--- config.mk ---
export PLATFORM = sky130hd
export DESIGN_NAME = meta_tune_ctrl
export DESIGN_NICKNAME = d
export VERILOG_FILES = /design/src/rtl/meta_tune_pkg.sv /design/src/rtl/meta_tune_step.sv /design/src/rtl/meta_tune_therm.sv /design/src/rtl/meta_tune_ctrl.sv
export SDC_FILE = /design/constraint.sdc
export NUM_CORES = 1
export LEC_CHECK = 0
export ABC_AREA = 1
export BUFFER_PORTS_ARGS = -buffer_cell sky130_fd_sc_hd__clkbuf_2
export CORE_ASPECT_RATIO = 1.4
export CORE_MARGIN = 8
export CORE_UTILIZATION = 52
export DETAILED_ROUTE_END_ITERATION = 10
export GPL_TIMING_DRIVEN = 1
export HOLD_SLACK_MARGIN = 0.02
export PLACE_DENSITY = 0.8
export SLEW_MARGIN = 20
export SYNTH_ARGS = -nofsm -noshare
export SYNTH_HDL_FRONTEND = slang
export SYNTH_SLANG_ARGS = --single-unit
--- constraint.sdc ---
create_clock -name clk -period 2.9 [get_ports clk]
set_input_delay 0.29 -clock clk [delete_from_list [all_inputs] [get_ports clk]]
set_output_delay 0.29 -clock clk [all_outputs]
set_load 0.01 [all_outputs]
--- src/rtl/meta_tune_pkg.sv ---
package meta_tune_pkg;
  typedef enum logic [1:0] {
    STEP_HOLD = 2'd0,
    STEP_DN   = 2'd1,
    STEP_UP   = 2'd2
  } step_e;
endpackage

--- src/rtl/meta_tune_step.sv ---
module meta_tune_step #(
  parameter int W     = 10,
  parameter int START = 512
) (
  input  logic         clk,
  input  logic         rst,
  input  logic         vld,
  input  logic         bit_in,
  output logic [W-1:0] cnt_q,
  output logic [W-1:0] cnt_d
);
  import meta_tune_pkg::*;

  localparam logic [W-1:0] START_L = W'(START);
  localparam logic [W-1:0] MAX_L   = {W{1'b1}};

  step_e dir;

  always_comb begin
    if (!vld)       dir = STEP_HOLD;
    else if (bit_in) dir = (cnt_q == '0)    ? STEP_HOLD : STEP_DN;
    else             dir = (cnt_q == MAX_L) ? STEP_HOLD : STEP_UP;
  end

  always_comb begin
    if (rst) cnt_d = START_L;
    else begin
      unique case (dir)
        STEP_DN: cnt_d = cnt_q - W'(1);
        STEP_UP: cnt_d = cnt_q + W'(1);
        default: cnt_d = cnt_q;
      endcase
    end
  end

  always_ff @(posedge clk) cnt_q <= cnt_d;
endmodule

--- src/rtl/meta_tune_therm.sv ---
module meta_tune_therm #(
  parameter int FW      = 5,
  parameter bit USE_LUT = 1'b1
) (
  input  logic                clk,
  input  logic [FW-1:0]       field_d,
  output logic [(1<<FW)-1:0]  tap_q
);
  localparam int N = 1 << FW;

  function automatic logic [N-1:0] therm(input int unsigned v);
    logic [N-1:0] r;
    for (int k = 0; k < N; k++) r[k] = (k < v);
    return r;
  endfunction

  generate
    if (USE_LUT) begin : g_lut
      logic [N-1:0] rom [N];
      for (genvar i = 0; i < N; i++) begin : g_row
        assign rom[i] = therm(i);
      end
      always_ff @(posedge clk) tap_q <= rom[field_d];
    end else begin : g_cmp
      always_ff @(posedge clk) tap_q <= therm(int'(field_d));
    end
  endgenerate
endmodule

--- src/rtl/meta_tune_ctrl.sv ---
module meta_tune_ctrl #(
  parameter int CNT_W     = 10,
  parameter int FINE_W    = 5,
  parameter int START_VAL = 512,
  parameter bit DEC_LUT   = 1'b1
) (
  input  logic                            clk,
  input  logic                            rst,
  input  logic                            bit_vld,
  input  logic                            bit_in,
  output logic [CNT_W-1:0]                cnt_o,
  output logic [(1<<FINE_W)-1:0]          fine_tap_o,
  output logic [(1<<(CNT_W-FINE_W))-1:0]  coarse_tap_o
);
  localparam int COARSE_W = CNT_W - FINE_W;

  logic [CNT_W-1:0] cnt_d;

  meta_tune_step #(.W(CNT_W), .START(START_VAL)) u_step (
    .clk(clk), .rst(rst), .vld(bit_vld), .bit_in(bit_in),
    .cnt_q(cnt_o), .cnt_d(cnt_d)
  );

  // Decoders read the next-state count so taps move on the counter's edge.
  meta_tune_therm #(.FW(FINE_W), .USE_LUT(DEC_LUT)) u_fine (
    .clk(clk), .field_d(cnt_d[FINE_W-1:0]), .tap_q(fine_tap_o)
  );

  meta_tune_therm #(.FW(COARSE_W), .USE_LUT(DEC_LUT)) u_coarse (
    .clk(clk), .field_d(cnt_d[CNT_W-1:FINE_W]), .tap_q(coarse_tap_o)
  );
endmodule

==> results of run 1 <==
[placed cells by master, fill, tap and decap left out, types with 7 or more instances in the layout]
cell type / instances
nand2_1: 82
clkbuf_2: 75
dfxtp_1: 66
inv_1: 45
nor2_1: 30
nand3_1: 17
buf_4: 12
a21oi_1: 11
nor2_2: 11
clkbuf_8: 9
o21ai_0: 8
inv_2: 7
nand2_2: 7
ha_1: 7
[registers in the layout (all words and copies together) (netlist names)]
register,count
u_fine.tap_q,30
u_step.cnt_q,9
u_coarse.tap_q,31
[cell families (layout without fill, tap and decap cells)]
logic type	count (synthesis)	count (layout)
XOR/XNOR	1	1
buffers and inverters	65	158
adder cells (fa/ha/maj)	11	11
other	1	2
flip-flops	70	70
AO/OA/AOI/OAI	25	25
AND/OR/NAND/NOR	172	172
[path summary, 6_finish.rpt]
check | from | cells after the start | endpoint | slack (ns)
worst max-delay path | u_step.cnt_q[2]$_DFF_P_ | 16 | u_coarse.tap_q[19]$_SDFF_PN0_ | 0.19
worst min-delay path | rst | 2 | u_step.cnt_q[0]$_DFF_P_ | 0.39
worst max register to register | u_step.cnt_q[2]$_DFF_P_ | 16 | u_coarse.tap_q[19]$_SDFF_PN0_ | 0.19
worst min register to register | u_step.cnt_q[0]$_DFF_P_ | 2 | u_step.cnt_q[0]$_DFF_P_ | 0.68
[timing repair]
action | 4_1_cts | 5_1_grt
gates resized for setup | 1 | 17
endpoints found under the setup margin | 39 | 52
cloned | 0 | 1
pin swaps | 0 | 0
[layer usage]
layer,wire length (µm),vias to the layer above
li1,-,1237
met1,2578,1114
met2,3737,85
met3,601,10
met4,106,0
met5,0,-
[stage by stage]
stage               area, µm²  total power [µW]  util, %
floorplan                2867              1764        -
global placement         3307              2024    61.18
detailed placement       3307              2040    61.18
CTS                      3528              2903    65.28
global route             3597              3092    66.55
finish                   3597              2921    66.55
[final cells by class]
type	instances	area [µm²]
clock buffers	10	127.6
clock inverters	6	93.84
fillers	441	1808
inverters	54	217.7
multi-input cells	211	1192
flip-flops and latches	70	1406
well taps	68	85.08
repair buffers	87	465.4
repair inverters	1	8.758
[worst max-delay path, delay by kind of cell (launching register included)]
| kind | cells | cell delay (ns) |
|---|---|---|
| adders and majority gates | 2 | 0.60 |
| buffers and inverters | 3 | 0.33 |
| DFF | 1 | 0.36 |
| and+or+nand+nor | 11 | 1.32 |
[power by group]
| part | switching, µW | total, µW | internal (µW) |
|---|---|---|---|
| Clock | 375 | 867 | 492 |
| Sequential | 59.2 | 1170 | 1110 |
| Combinational | 560 | 884 | 323 |
==> metrics.yaml, run 1 <==
outcome:
  outcome: "finished, final reports clean"
clock_tree:
  cts_max_path_buffers: 2
  cts_hold_buf: 0
  post_cts_buffers: 0
  cts_inserted_buffers: 9
  htree_levels: 3
  tritoncts: "built"
  clk_pin_slew_ns: 0.07
  clockRootBuffer: "clkbuf_8"
  clkLatencyLatePin_ns: 0.35
  clock-sinks: 70
synthesis:
  synth_cells: 345
  synth_cell_types: 31
  yosysMostFrequentCell: "nand2_1"
  synth-edff-count: 0
  synth_fa_ha_area_share_pct: 5.070
  syn_area_per_cell_um2: 8.298
  yosys.area_share.simple_pct: 29.55
  synth_seq_cells: 70
  synth_ff_type: "dfxtp_1"
  synthTopCellsByArea: "dfxtp_1 (49%), nand2_1 (11%), inv_1 (6.0%)"
  synth_mux_area_share_pct: 0
  synth_common_cells: "nand2_1 (84), dfxtp_1 (70), inv_1 (46)"
  synth_top_area_share_pct: 48.95
  syn_area_mm2: 0.002863
  synth_top_family_by_area: "simple AND/OR/NAND/NOR gates"
  ys_seq_area_share_pct: 48.95
  yosysTopAreaCell: "dfxtp_1"
  synth_xor_area_share_pct: 0.3059
  synth_warnings: 0
  synth-compound-area-share_pct: 4.895
  synthArstFlopShare_pct: 0
global_routing:
  grt_use_met3_pct: 7.526
  gr-max-usage-layer: "met2"
  met1_usage_pct: 16.45
  antenna_found_initial: 0
  grt_util_met2_pct: 30.48
  grt_pass1_vias: 2386
  grt_pass1_wl_um: 11130
  grt_max_degree: 25
  grt.overflow.total: 0
  grt_use_total_pct: 17.15
pwr:
  p_per_area_mw_per_mm2: 812.1
  max-vdd-ir-drop_uv: 626.7
  p_leak_uw: 0.001886
setup_path:
  worstPathRequired_ns: 3.15
  path_class: "reg -> reg"
  crit_arrival_ns: 2.96
  critPathCaptureType: "register"
  critPathLaunchType: "register"
  critPathMaxFanout: 10
  slowest_delay_ns: 0.38
  worstPathCellList: "nor4_2 -> nand4_1 -> nand3_1 -> ha_2 -> inv_4 -> ha_1 -> nand2_2 -> nor2_2 -> nand3_2 -> nand4_1 -> nand2_1 -> nand2_2 -> nand3_4 -> buf_4 -> nand2_1 -> inv_1"
  slowest_stage: "ha_1"
route:
  vias: 2446
  wl_per_cell_um: 13.85
  postRouteAntennaNets: 0
  drt_wl_total_um: 7023
  drt_iter0_drc: 82
  routed_via_density: 4.824
  drc_errors: 0
  firstDrtPassIters: 5
timing:
  setup_viol: 0
  post-route-period-util_pct: 93.47
  drv_slew: 0
  skew_ns: 0.008838
  hold_viol: 0
  period_needed_ns: 2.711
  fmax_mhz: 368.9
  fin_hold_ws_ns: 0.3932
  rsz0062_at_grt: "true"
  fin_ws_ns: 0.1893
  tns_ns: 0
die:
  die_area_mm2: 0.008169
  num_io_pins: 78
  core_region_area_mm2: 0.005405
  rows: 32
  die_h_um: 103.8
  initial_core_util_pct: 52.96
  die_w_um: 78.71
placed_design:
  dp_hpwl_um: 5252
  place.gp.congestion: 0.8617
  pre_cts_slack_ns: -0.08100
  io_buffers: 75
  placedCellCount: 490
finish:
  area_growth_pct: 25.66
  drive_gt1_share_pct: 35.31
  stdcell_count: 507
  antennaDiodeCount: 0
  final_nets: 449
worst_hold_path:
  hold_class: "in -> reg"
run:
  drv_cap: 0
No activity file was read; power rests on OpenSTA's default activity.
==> inputs of run 2 (changes only) <==
--- a/config.mk
+++ b/config.mk
@@ -9,11 +9,11 @@
 export BUFFER_PORTS_ARGS = -buffer_cell sky130_fd_sc_hd__clkbuf_2
 export CORE_ASPECT_RATIO = 1.4
 export CORE_MARGIN = 8
-export CORE_UTILIZATION = 52
+export CORE_UTILIZATION = 45
 export DETAILED_ROUTE_END_ITERATION = 10
 export GPL_TIMING_DRIVEN = 1
 export HOLD_SLACK_MARGIN = 0.02
-export PLACE_DENSITY = 0.8
+export PLACE_DENSITY = 0.71
 export SLEW_MARGIN = 20
 export SYNTH_ARGS = -nofsm -noshare
 export SYNTH_HDL_FRONTEND = slang
==> constraint.sdc (replaced) <==
create_clock -name clk -period 2.9 [get_ports clk]
set_input_delay 0.29 -clock clk [delete_from_list [all_inputs] [get_ports clk]]
set_output_delay 0.29 -clock clk [all_outputs]
set_load 0.05 [all_outputs]
==> metrics.yaml, run 2 (synthesis results as in run 1) <==
route:
  drt_iter0_drc: 87
  wl_met1_um: 2684
  wl_per_cell_um: 13.04
  vias: 2372
  maxUsedRoutingLayer: "met4"
  postRouteAntennaNets: 0
  wl_met3_um: 457
  routed_via_density: 4.642
  drt_wl_total_um: 6663
  drc_errors: 0
  wl_met2_um: 3415
  firstDrtPassIters: 4
timing:
  hold_viol: 0
  fmax_mhz: 371.0
  skew_ns: 0.009640
  period_needed_ns: 2.695
  drv_slew: 0
  post-route-period-util_pct: 92.94
  rsz0062_at_grt: "true"
  setup_viol: 0
  fin_ws_ns: 0.2047
setup_path:
  critPathMaxFanout: 10
  reg2reg_slack_ns: 0.20
  worstPathRequired_ns: 3.15
  cp-endpoint: "u_coarse.tap_q[23]$_SDFF_PN0_"
  crit_arrival_ns: 2.94
  critPathLaunchType: "register"
  r2r_start: "u_coarse.tap_q[15]$_DFF_P_"
  reg2regPathDepth: 17
  path_class: "reg -> reg"
  r2r_end: "u_coarse.tap_q[23]$_SDFF_PN0_"
  critPathCaptureType: "register"
  startpoint: "u_coarse.tap_q[15]$_DFF_P_"
global_routing:
  grt_use_total_pct: 14.97
  grt_pass1_wl_um: 11320
  grt_pass1_vias: 2407
  antenna_found_initial: 0
  grt.overflow.total: 0
  grt_max_degree: 25
pwr:
  p_per_area_mw_per_mm2: 916.0
  max-vdd-ir-drop_uv: 499.4
  power_uw: 3302
  p_leak_uw: 0.001887
finish:
  area_growth_pct: 25.92
  fin_util_pct: 58.44
  reg_top3: "u_coarse.tap_q: 31 flops, u_fine.tap_q: 30 flops, u_step.cnt_q: 9 flops"
  antennaDiodeCount: 0
  layout.cells.most_common: "nand2_1"
  fill_cells: 568
  largest_register: "u_coarse.tap_q"
  mostFrequentLayoutCells: "nand2_1 (82), clkbuf_2 (75), dfxtp_1 (60)"
  drive_gt1_share_pct: 37.36
  final_nets: 449
  largest_reg_flops: 31
placed_design:
  dp_hpwl_um: 5168
  pre_cts_slack_ns: -0.04505
  io_buffers: 75
  place.gp.congestion: 0.8834
clock_tree:
  clk_pin_slew_ns: 0.08
  tritoncts: "built"
  htree_levels: 3
  cts_max_path_buffers: 2
  cts_inserted_buffers: 9
  clockRootBuffer: "clkbuf_8"
  post_cts_buffers: 0
  clock-sinks: 70
  cts_hold_buf: 0
  clkLatencyLatePin_ns: 0.34
die:
  die_h_um: 110.4
  num_io_pins: 78
  initial_core_util_pct: 46.41
  rows: 34
  die_area_mm2: 0.009206
  die_w_um: 83.41
  core_region_area_mm2: 0.006168
run:
  drv_cap: 0
worst_hold_path:
  hold_class: "in -> reg"
outcome:
  outcome: "finished, final reports clean"
==> run 2: cell types whose count changed in the layout (fill, tap and decap cells not counted), sizes merged <==
cell,delta
clkinv,+1
bufinv,-1
==> run 2: worst min-delay path by stage <==
stage / to / slack [ns] / cells after the start / from
6_report: u_step.cnt_q[0]$_DFF_P_ / 0.39 / 2 / rst
5_1_grt: u_step.cnt_q[0]$_DFF_P_ / 0.40 / 2 / rst
4_1_cts: u_step.cnt_q[0]$_DFF_P_ / 0.38 / 2 / rst
3_5_place_dp: u_step.cnt_q[1]$_DFF_P_ / 0.64 / 2 / u_step.cnt_q[1]$_DFF_P_
3_3_place_gp: u_step.cnt_q[1]$_DFF_P_ / 0.63 / 2 / u_step.cnt_q[1]$_DFF_P_
2_1_floorplan: u_step.cnt_q[0]$_DFF_P_ / 0.61 / 2 / rst
==> run 2: per-stage QoR <==
step | setup TNS, ns | cell area (µm²) | hold slack (ns) | cells
2_1_floorplan | 0 | 2879 | 0.6052 | 346
3_3_place_gp | -0.002313 | 3337 | 0.6286 | 494
3_5_place_dp | -0.06647 | 3337 | 0.6356 | 494
4_1_cts | 0 | 3543 | 0.3849 | 510
5_1_grt | -0.08707 | 3605 | 0.3984 | 511
6_report | 0 | 3605 | 0.3914 | 511
==> run 2: routing by layer <==
layer  track usage (%)  vias up
met5                 0        -
li1                  -     1241
met1             15.66     1056
met2             26.85       64
met3             5.147       11
met4             6.683        0
==> run 2: area by class of cell <==
type | count | area [µm²] | share of cell area, %
inverters | 54 | 217.7 | 6.040
well taps | 72 | 90.09 | 2.499
repair inverters | 1 | 8.758 | 0.2430
clock buffers | 10 | 137.6 | 3.818
clock inverters | 6 | 68.82 | 1.909
multi-input cells | 211 | 1187 | 32.94
repair buffers | 87 | 478.0 | 13.26
flip-flops and latches | 70 | 1416 | 39.29
==> run 2: where the power goes <==
group | internal, µW | total [µW] | switching, µW
combinational | 326 | 1340 | 1010
clock | 426 | 792 | 366
sequential | 1110 | 1170 | 56.8
==> run 2: timing repair <==
action                                  CTS  global route
endpoints found under the setup margin   19            52
resized for setup                         1            15
hold endpoints to repair                  0             0
gates cloned                              0             1
==> run 2: worst max-delay path, cell delays in order, from the launching register on <==
cell     delay (ns)
dfxtp_2        0.35
nor4_1         0.27
nand4_1        0.12
nand3_1        0.10
ha_2           0.21
inv_4          0.08
ha_1           0.35
nand2_1        0.12
inv_1          0.05
a21oi_1        0.20
nand3_1        0.10
nand2_1        0.06
nand2_1        0.08
nand2_2        0.08
nand3_4        0.16
buf_4          0.19
nand2_1        0.05
inv_1          0.04
